[src/rtl/pfmax_pkg.sv]
package pfmax_pkg;

    localparam int EXP_W  = 11;
    localparam int FRAC_W = 52;
    localparam int FP_W   = 1 + EXP_W + FRAC_W;
    localparam int MAG_W  = EXP_W + FRAC_W;

    typedef struct packed {
        logic              sign;
        logic [EXP_W-1:0]  exp;
        logic [FRAC_W-1:0] frac;
    } fp_t;

    typedef struct packed {
        logic is_nan;
        logic is_snan;
        logic is_zero;
        logic is_sub;
    } fp_class_t;

    function automatic logic [MAG_W-1:0] magnitude(input fp_t v);
        return {v.exp, v.frac};
    endfunction

endpackage

[src/rtl/pfmax_classify.sv]
module pfmax_classify
    import pfmax_pkg::*;
(
    input  fp_t       val,
    output fp_class_t cls
);
    logic exp_max;
    logic exp_min;
    logic frac_nz;

    always_comb begin
        exp_max     = &val.exp;
        exp_min     = ~|val.exp;
        frac_nz     = |val.frac;
        cls.is_nan  = exp_max && frac_nz;
        cls.is_snan = exp_max && frac_nz && !val.frac[FRAC_W-1];
        cls.is_zero = exp_min && !frac_nz;
        cls.is_sub  = exp_min && frac_nz;
    end
endmodule

[src/rtl/pfmax_order.sv]
module pfmax_order
    import pfmax_pkg::*;
(
    input  fp_t  lhs,
    input  fp_t  rhs,
    output logic lhs_gt
);
    logic mag_gt;
    logic mag_lt;

    always_comb begin
        mag_gt = magnitude(lhs) > magnitude(rhs);
        mag_lt = magnitude(lhs) < magnitude(rhs);
        if (lhs.sign != rhs.sign)
            lhs_gt = !lhs.sign;
        else if (!lhs.sign)
            lhs_gt = mag_gt;
        else
            lhs_gt = mag_lt;
    end
endmodule

[src/rtl/pfmax_lane.sv]
module pfmax_lane
    import pfmax_pkg::*;
(
    input  fp_t       a,
    input  fp_t       b,
    output fp_t       y,
    output fp_class_t a_cls,
    output fp_class_t b_cls,
    output logic      inv,
    output logic      den
);
    logic a_gt;
    logic take_b;

    pfmax_classify u_cls_a (.val(a), .cls(a_cls));
    pfmax_classify u_cls_b (.val(b), .cls(b_cls));
    pfmax_order    u_ord   (.lhs(a), .rhs(b), .lhs_gt(a_gt));

    always_comb begin
        take_b = a_cls.is_nan || b_cls.is_nan
              || (a_cls.is_zero && b_cls.is_zero)
              || !a_gt;
        y   = take_b ? b : a;
        inv = a_cls.is_nan || b_cls.is_nan;
        den = a_cls.is_sub || b_cls.is_sub;
    end
endmodule

[src/rtl/pfmax_unit.sv]
module pfmax_unit
    import pfmax_pkg::*;
#(
    parameter int LANES = 2,
    localparam int DATA_W = LANES * FP_W
) (
    input  logic              clk,
    input  logic              rst,
    input  logic              in_valid,
    input  logic [DATA_W-1:0] op_keep,
    input  logic [DATA_W-1:0] op_alt,
    input  logic              mask_inv,
    input  logic              mask_den,
    output logic              out_valid,
    output logic [DATA_W-1:0] result,
    output logic              flag_inv,
    output logic              flag_den,
    output logic              exc_unmasked
);
    fp_class_t         a_cls [LANES];
    fp_class_t         b_cls [LANES];
    logic [LANES-1:0]  lane_inv;
    logic [LANES-1:0]  lane_den;
    logic [DATA_W-1:0] res_d;

    for (genvar l = 0; l < LANES; l++) begin : g_lane
        fp_t y_l;

        pfmax_lane u_lane (
            .a     (fp_t'(op_keep[l*FP_W +: FP_W])),
            .b     (fp_t'(op_alt[l*FP_W +: FP_W])),
            .y     (y_l),
            .a_cls (a_cls[l]),
            .b_cls (b_cls[l]),
            .inv   (lane_inv[l]),
            .den   (lane_den[l])
        );
        assign res_d[l*FP_W +: FP_W] = y_l;

        // a lane with a NaN returns the second operand unchanged.
        p_nan_alt_r5: assert property (@(posedge clk) disable iff (rst)
            in_valid && (a_cls[l].is_nan || b_cls[l].is_nan)
            |=> result[l*FP_W +: FP_W] == $past(op_alt[l*FP_W +: FP_W]));

        // a returned signalling NaN keeps its quiet bit clear.
        p_snan_quiet_r5: assert property (@(posedge clk) disable iff (rst)
            in_valid && b_cls[l].is_snan |=> !result[l*FP_W + FRAC_W - 1]);

        // two zeros return the second operand.
        p_zero_alt_r4: assert property (@(posedge clk) disable iff (rst)
            in_valid && a_cls[l].is_zero && b_cls[l].is_zero
            |=> result[l*FP_W +: FP_W] == $past(op_alt[l*FP_W +: FP_W]));

        // a signalling NaN in either operand raises the invalid flag.
        p_snan_inv_r6: assert property (@(posedge clk) disable iff (rst)
            in_valid && (a_cls[l].is_snan || b_cls[l].is_snan) |=> flag_inv);

        // a subnormal input raises the denormal flag.
        p_sub_den_r7: assert property (@(posedge clk) disable iff (rst)
            in_valid && (a_cls[l].is_sub || b_cls[l].is_sub) |=> flag_den);
    end

    always_ff @(posedge clk) begin
        if (rst) begin
            out_valid    <= 1'b0;
            result       <= '0;
            flag_inv     <= 1'b0;
            flag_den     <= 1'b0;
            exc_unmasked <= 1'b0;
        end else begin
            out_valid <= in_valid;
            if (in_valid) begin
                result       <= res_d;
                flag_inv     <= |lane_inv;
                flag_den     <= |lane_den;
                exc_unmasked <= (|lane_inv && !mask_inv) || (|lane_den && !mask_den);
            end
        end
    end

    // one result pulse per strobe.
    p_valid_pulse_r9: assert property (@(posedge clk) disable iff (rst)
        in_valid |=> out_valid);
    p_valid_quiet_r9: assert property (@(posedge clk) disable iff (rst)
        !in_valid |=> !out_valid);
    p_hold_r9: assert property (@(posedge clk) disable iff (rst)
        !in_valid |=> $stable(result) && $stable(flag_inv) && $stable(flag_den));

    // an unmasked exception needs a raised flag.
    p_exc_needs_flag_r8: assert property (@(posedge clk) disable iff (rst)
        exc_unmasked |-> (flag_inv || flag_den));

endmodule

[config.mk]
export PLATFORM = sky130hd
export DESIGN_NAME = pfmax_unit
export DESIGN_NICKNAME = d
export VERILOG_FILES = /design/src/rtl/pfmax_pkg.sv /design/src/rtl/pfmax_classify.sv /design/src/rtl/pfmax_order.sv /design/src/rtl/pfmax_lane.sv /design/src/rtl/pfmax_unit.sv
export SDC_FILE = /design/constraint.sdc
export NUM_CORES = 1
export LEC_CHECK = 0
export BUFFER_PORTS_ARGS = -buffer_cell sky130_fd_sc_hd__buf_2
export CAP_MARGIN = 10
export CORE_MARGIN = 2
export CORE_UTILIZATION = 25
export CTS_CLUSTER_SIZE = 10
export DETAILED_ROUTE_END_ITERATION = 8
export GPL_TIMING_DRIVEN = 1
export PLACE_DENSITY_LB_ADDON = 0.12
export SLEW_MARGIN = 20
export SYNTH_ARGS = -nofsm -noshare
export SYNTH_HDL_FRONTEND = slang
export SYNTH_HIERARCHICAL = 1
export SYNTH_SLANG_ARGS = --single-unit
export TNS_END_PERCENT = 100
[constraint.sdc]
create_clock -name clk -period 3.75 [get_ports clk]
set_input_delay 0.75 -clock clk [delete_from_list [all_inputs] [get_ports clk]]
set_output_delay 0.75 -clock clk [all_outputs]
set_load 0.005 [all_outputs]
=== Word level (Yosys, flattened, before mapping) ===
Cells that the tools add are included.

* Order comparisons: 4
* Equality and inequality tests: 2
* Mux-type cells: 6
* Reductions and logical operators: 53

{| class="wikitable"
|+ Operator list
! kind !! count
|-
| OR reduction 52 bit || 4
|-
| two-way mux 64 bit || 2
|-
| greater-than comparator 63 bit || 2
|-
| less-than comparator 63 bit || 2
|-
| AND reduction 11 bit || 4
|-
| OR reduction 11 bit || 4
|-
| logical AND 1 bit || 16
|-
| logical NOT 1 bit || 14
|-
| logical OR 1 bit || 9
|-
| two-way mux 1 bit || 4
|-
| OR reduction 2 bit || 2
|-
| inequality test 1 bit || 2
|}

* Flip-flop bits (word level): 132
* Input bits: 261
* Output and inout port bits: 132

=== Logic depth before layout (Yosys ltp) ===
* Depth after elaboration: 7
* Mapped depth: 14
* Depth with buffers taken out: 13

=== Cells and area by module ===
Netlist, hierarchy kept.

{| class="wikitable"
|+ By module, submodules not included
! module !! instances !! cells an instance !! area an instance (um^2)
|-
| pfmax_unit || 1 || 429 || 4667.0
|-
| pfmax_order || 2 || 226 || 1621.6
|-
| pfmax_lane || 2 || 74 || 1049.8
|-
| pfmax_classify || 4 || 31 || 196.4
|}

=== Worst setup path before layout ===
Ideal clock, no wire load.

* Kind: input port to flip-flop
* Start point: input op_alt[110]
* End point: register result[121]
* Library setup time: 0.128 ns
* Data arrival time: 3.298 ns
* Data required time: 3.622 ns
* Setup slack: 0.325 ns
* Stages on the path: 14
* Path buffers: 1
* Path through: inv_1 ha_1 nand4_2 nor4_2 nand4_1 nor4_2 a21boi_2 nor4_1 mux2_4 nand2_4 buf_6 mux2_4 mux2i_1 nor2_1

{| class="wikitable"
|+ RTL lines
! item !! line !! text
|-
| start, declared || pfmax_unit.sv:11 || <nowiki>input logic [DATA_W-1:0] op_alt,</nowiki>
|-
| end signal, assigned || pfmax_unit.sv:73 || <nowiki>result <= res_d;</nowiki>
|-
| end, declared || pfmax_unit.sv:15 || <nowiki>output logic [DATA_W-1:0] result,</nowiki>
|}

==> flow_summary.json <==
{
  "setup_viol": 0,
  "critical_path_depth": 16,
  "numClockSinks": 132,
  "crit_fanout": 26,
  "gr-total-overflow": 0,
  "crit_slowest_cell": "nor4_4",
  "antenna_left": 0,
  "hold_viol_final": 0,
  "avgRoutedWirePerCell_microns": 19.2,
  "reg2reg_slack_ns": 3.05,
  "cellInternalPower_mw": 3.37,
  "critPathArrivalTime_ns": 3.90,
  "route.vias.total": 10300,
  "netlist_instances": 1145,
  "core.rowCount": 75,
  "fin_area_sq_um": 14900,
  "place_hpwl_microns": 35400,
  "finalWirelength_microns": 42700,
  "swShare_pct": 30.6,
  "maxSlewHeadroom_pct": 49.1,
  "synth_nets": 1532,
  "slew_violations": 0,
  "syn_area_sq_um": 10700,
  "clock.fmax_mhz": 279,
  "cpLargestDelayFamily": "simple AND/OR/NAND/NOR gates",
  "min-delay-start": "flag_inv",
  "status": "complete, no violations",
  "rsz0062_at_grt": "false",
  "cp-endpoint": "result[16]",
  "syn_avg_cell_area_sq_um": 9.38,
  "leakage_nw": 7.99,
  "fill_cells": 4485,
  "slowest_delay_ns": 0.40,
  "p_seq_share_pct": 32.4,
  "path_class": "in2reg",
  "crit_chain": "buf_2 > inv_1 > ha_1 > nand4_1 > nor4_4 > nand4_1 > buf_4 > nor4_4 > a21boi_2 > nor4_1 > mux2_4 > nand2_4 > buf_12 > mux2_4 > mux2i_1 > nor2_1",
  "grt_usage_pct": 18.9,
  "gp_congestion": 0.877,
  "power.density_nw_per_um2": 327,
  "hold_path.class": "reg2reg",
  "die_h_microns": 211,
  "period_share_pct": 95.6,
  "r2r_cells": 2,
  "grt_max_degree": 58,
  "tightestPinTransition_ns": 0.763,
  "clk_latency_ns": 0.45,
  "cts_tree": "done",
  "firstDrtPassIters": 4,
  "cts_made_buffers": 17,
  "tns_ns": 0,
  "cts_buffer_depth": 2,
  "drt_iter0_markers": 429,
  "die-area_sq_um": 44600,
  "antenna_found_initial": 11,
  "area_growth_pct": 38.5,
  "crit_buf_inv": 4,
  "max-vdd-ir-drop_mv": 0.293,
  "endpoint_kind": "flip-flop",
  "grt_pass1_wl_microns": 63300,
  "startpoint_type": "primary input",
  "nNetsFinal": 2051,
  "max_cap_violations": 0,
  "finClkSkew_ns": 0,
  "vias_per_cell": 4.64,
  "required_ns": 4.06,
  "timing.hold.ws_ns": 0.482,
  "core_area_sq_um": 42100,
  "reg2reg_from": "exc_unmasked",
  "die_w_microns": 211,
  "final_layout_size_suffix_gt1_share_pct": 43.6,
  "port-buffer-count": 392,
  "root_buffer": "clkbuf_16",
  "r2r_end": "exc_unmasked",
  "power.switching_mw": 1.49,
  "yosys_warnings": 6,
  "setup.worst_path.start": "op_alt[39]",
  "htreeDepth": 4,
  "cts.clk_slew.worst_paths_ns": 0.06,
  "first_global_vias": 10500,
  "drc": 0,
  "fin_crit_ns": 3.58,
  "p_clk_share_pct": 36.8,
  "combPwrFrac_pct": 30.8,
  "ios": 393,
  "start_util_pct": 25.5,
  "placed_area_sq_um": 14200
}
## worst register-to-register path, cell delays in order (launching register included)
cell	delay (ns)
dfxtp_1	0.32
nor2_1	0.05
a311oi_1	0.25
## power by group through the flow
stage	Combinational (mW)	Sequential (mW)	Clock, mW
final	1.50	1.58	1.79
after global routing	1.65	1.59	1.90
after CTS	1.51	1.58	1.85
after detailed placement	1.50	1.61	0
after global placement	1.50	1.61	0
after floorplan	0.836	1.61	0
## layout by cell type, fill, tap and decap left out, types with 5 or more instances in the layout
| master | n |
|---|---|
| a211oi_1 | 8 |
| a21o_1 | 10 |
| a21oi_1 | 46 |
| buf_12 | 6 |
| buf_2 | 390 |
| buf_4 | 145 |
| clkbuf_16 | 17 |
| dfxtp_1 | 132 |
| ha_1 | 126 |
| inv_1 | 132 |
| mux2_2 | 8 |
| mux2_4 | 122 |
| mux2i_1 | 128 |
| nand2_1 | 26 |
| nand3_1 | 28 |
| nand4_1 | 40 |
| nor2_1 | 143 |
| nor2b_1 | 5 |
| nor3_1 | 14 |
| nor4_1 | 58 |
| nor4_2 | 12 |
| o21ai_0 | 16 |
| or2_2 | 8 |
## cell type report
cell class | count | area (sq um) | share of cell area, %
well taps | 539 | 674 | 4.54
clock buffers | 22 | 464 | 3.12
multi-input cells | 839 | 7290 | 49.0
flip-flops and latches | 132 | 2640 | 17.8
clock inverters | 9 | 129 | 0.867
diodes | 3 | 7.51 | 0.0505
inverters | 132 | 495 | 3.33
repair buffers | 542 | 3170 | 21.3
## sequential cells by signal (all words and copies together), names as in the netlist
signal,cells
out_valid,1
exc_unmasked,1
flag_den,1
result,128
flag_inv,1
## worst min-delay path by stage
stage / endpoint / slack [ns] / cells after the start
after global routing: result[72] / 0.51 / 2
final: flag_inv / 0.48 / 2
after CTS: flag_inv / 0.48 / 2
after detailed placement: flag_inv / 0.48 / 2
after global placement: result[34] / 0.47 / 2
after floorplan: flag_den / 0.48 / 2
## through the flow
step	instances	total power [mW]	setup WS [ns]	utilization, %
global placement	2183	3.10	-0.448	33.8
floorplan	1145	2.44	0.325	-
detailed placement	2183	3.11	-0.467	33.8
finish	2218	4.86	0.166	35.3
global route	2216	5.14	0.0442	35.3
CTS	2214	4.94	0.00899	35.2
## per-layer routing
| metal | vias up | wire length, microns | GRT usage, % |
|---|---|---|---|
| met1 | 4828 | 19500 | 24.0 |
| met3 | 44 | 2310 | 5.01 |
| met2 | 247 | 20200 | 31.7 |
| met4 | 16 | 629 | 5.12 |
| li1 | 5152 | - | - |
| met5 | - | 95 | 0 |
## timing repair
item / 4_1_cts / 5_1_grt
endpoints found under the setup margin: 0 / 63
buffers inserted: 0 / 1
resized for setup: 0 / 2
hold buffers: 0 / 0
No activity file was read; power rests on OpenSTA's default activity.
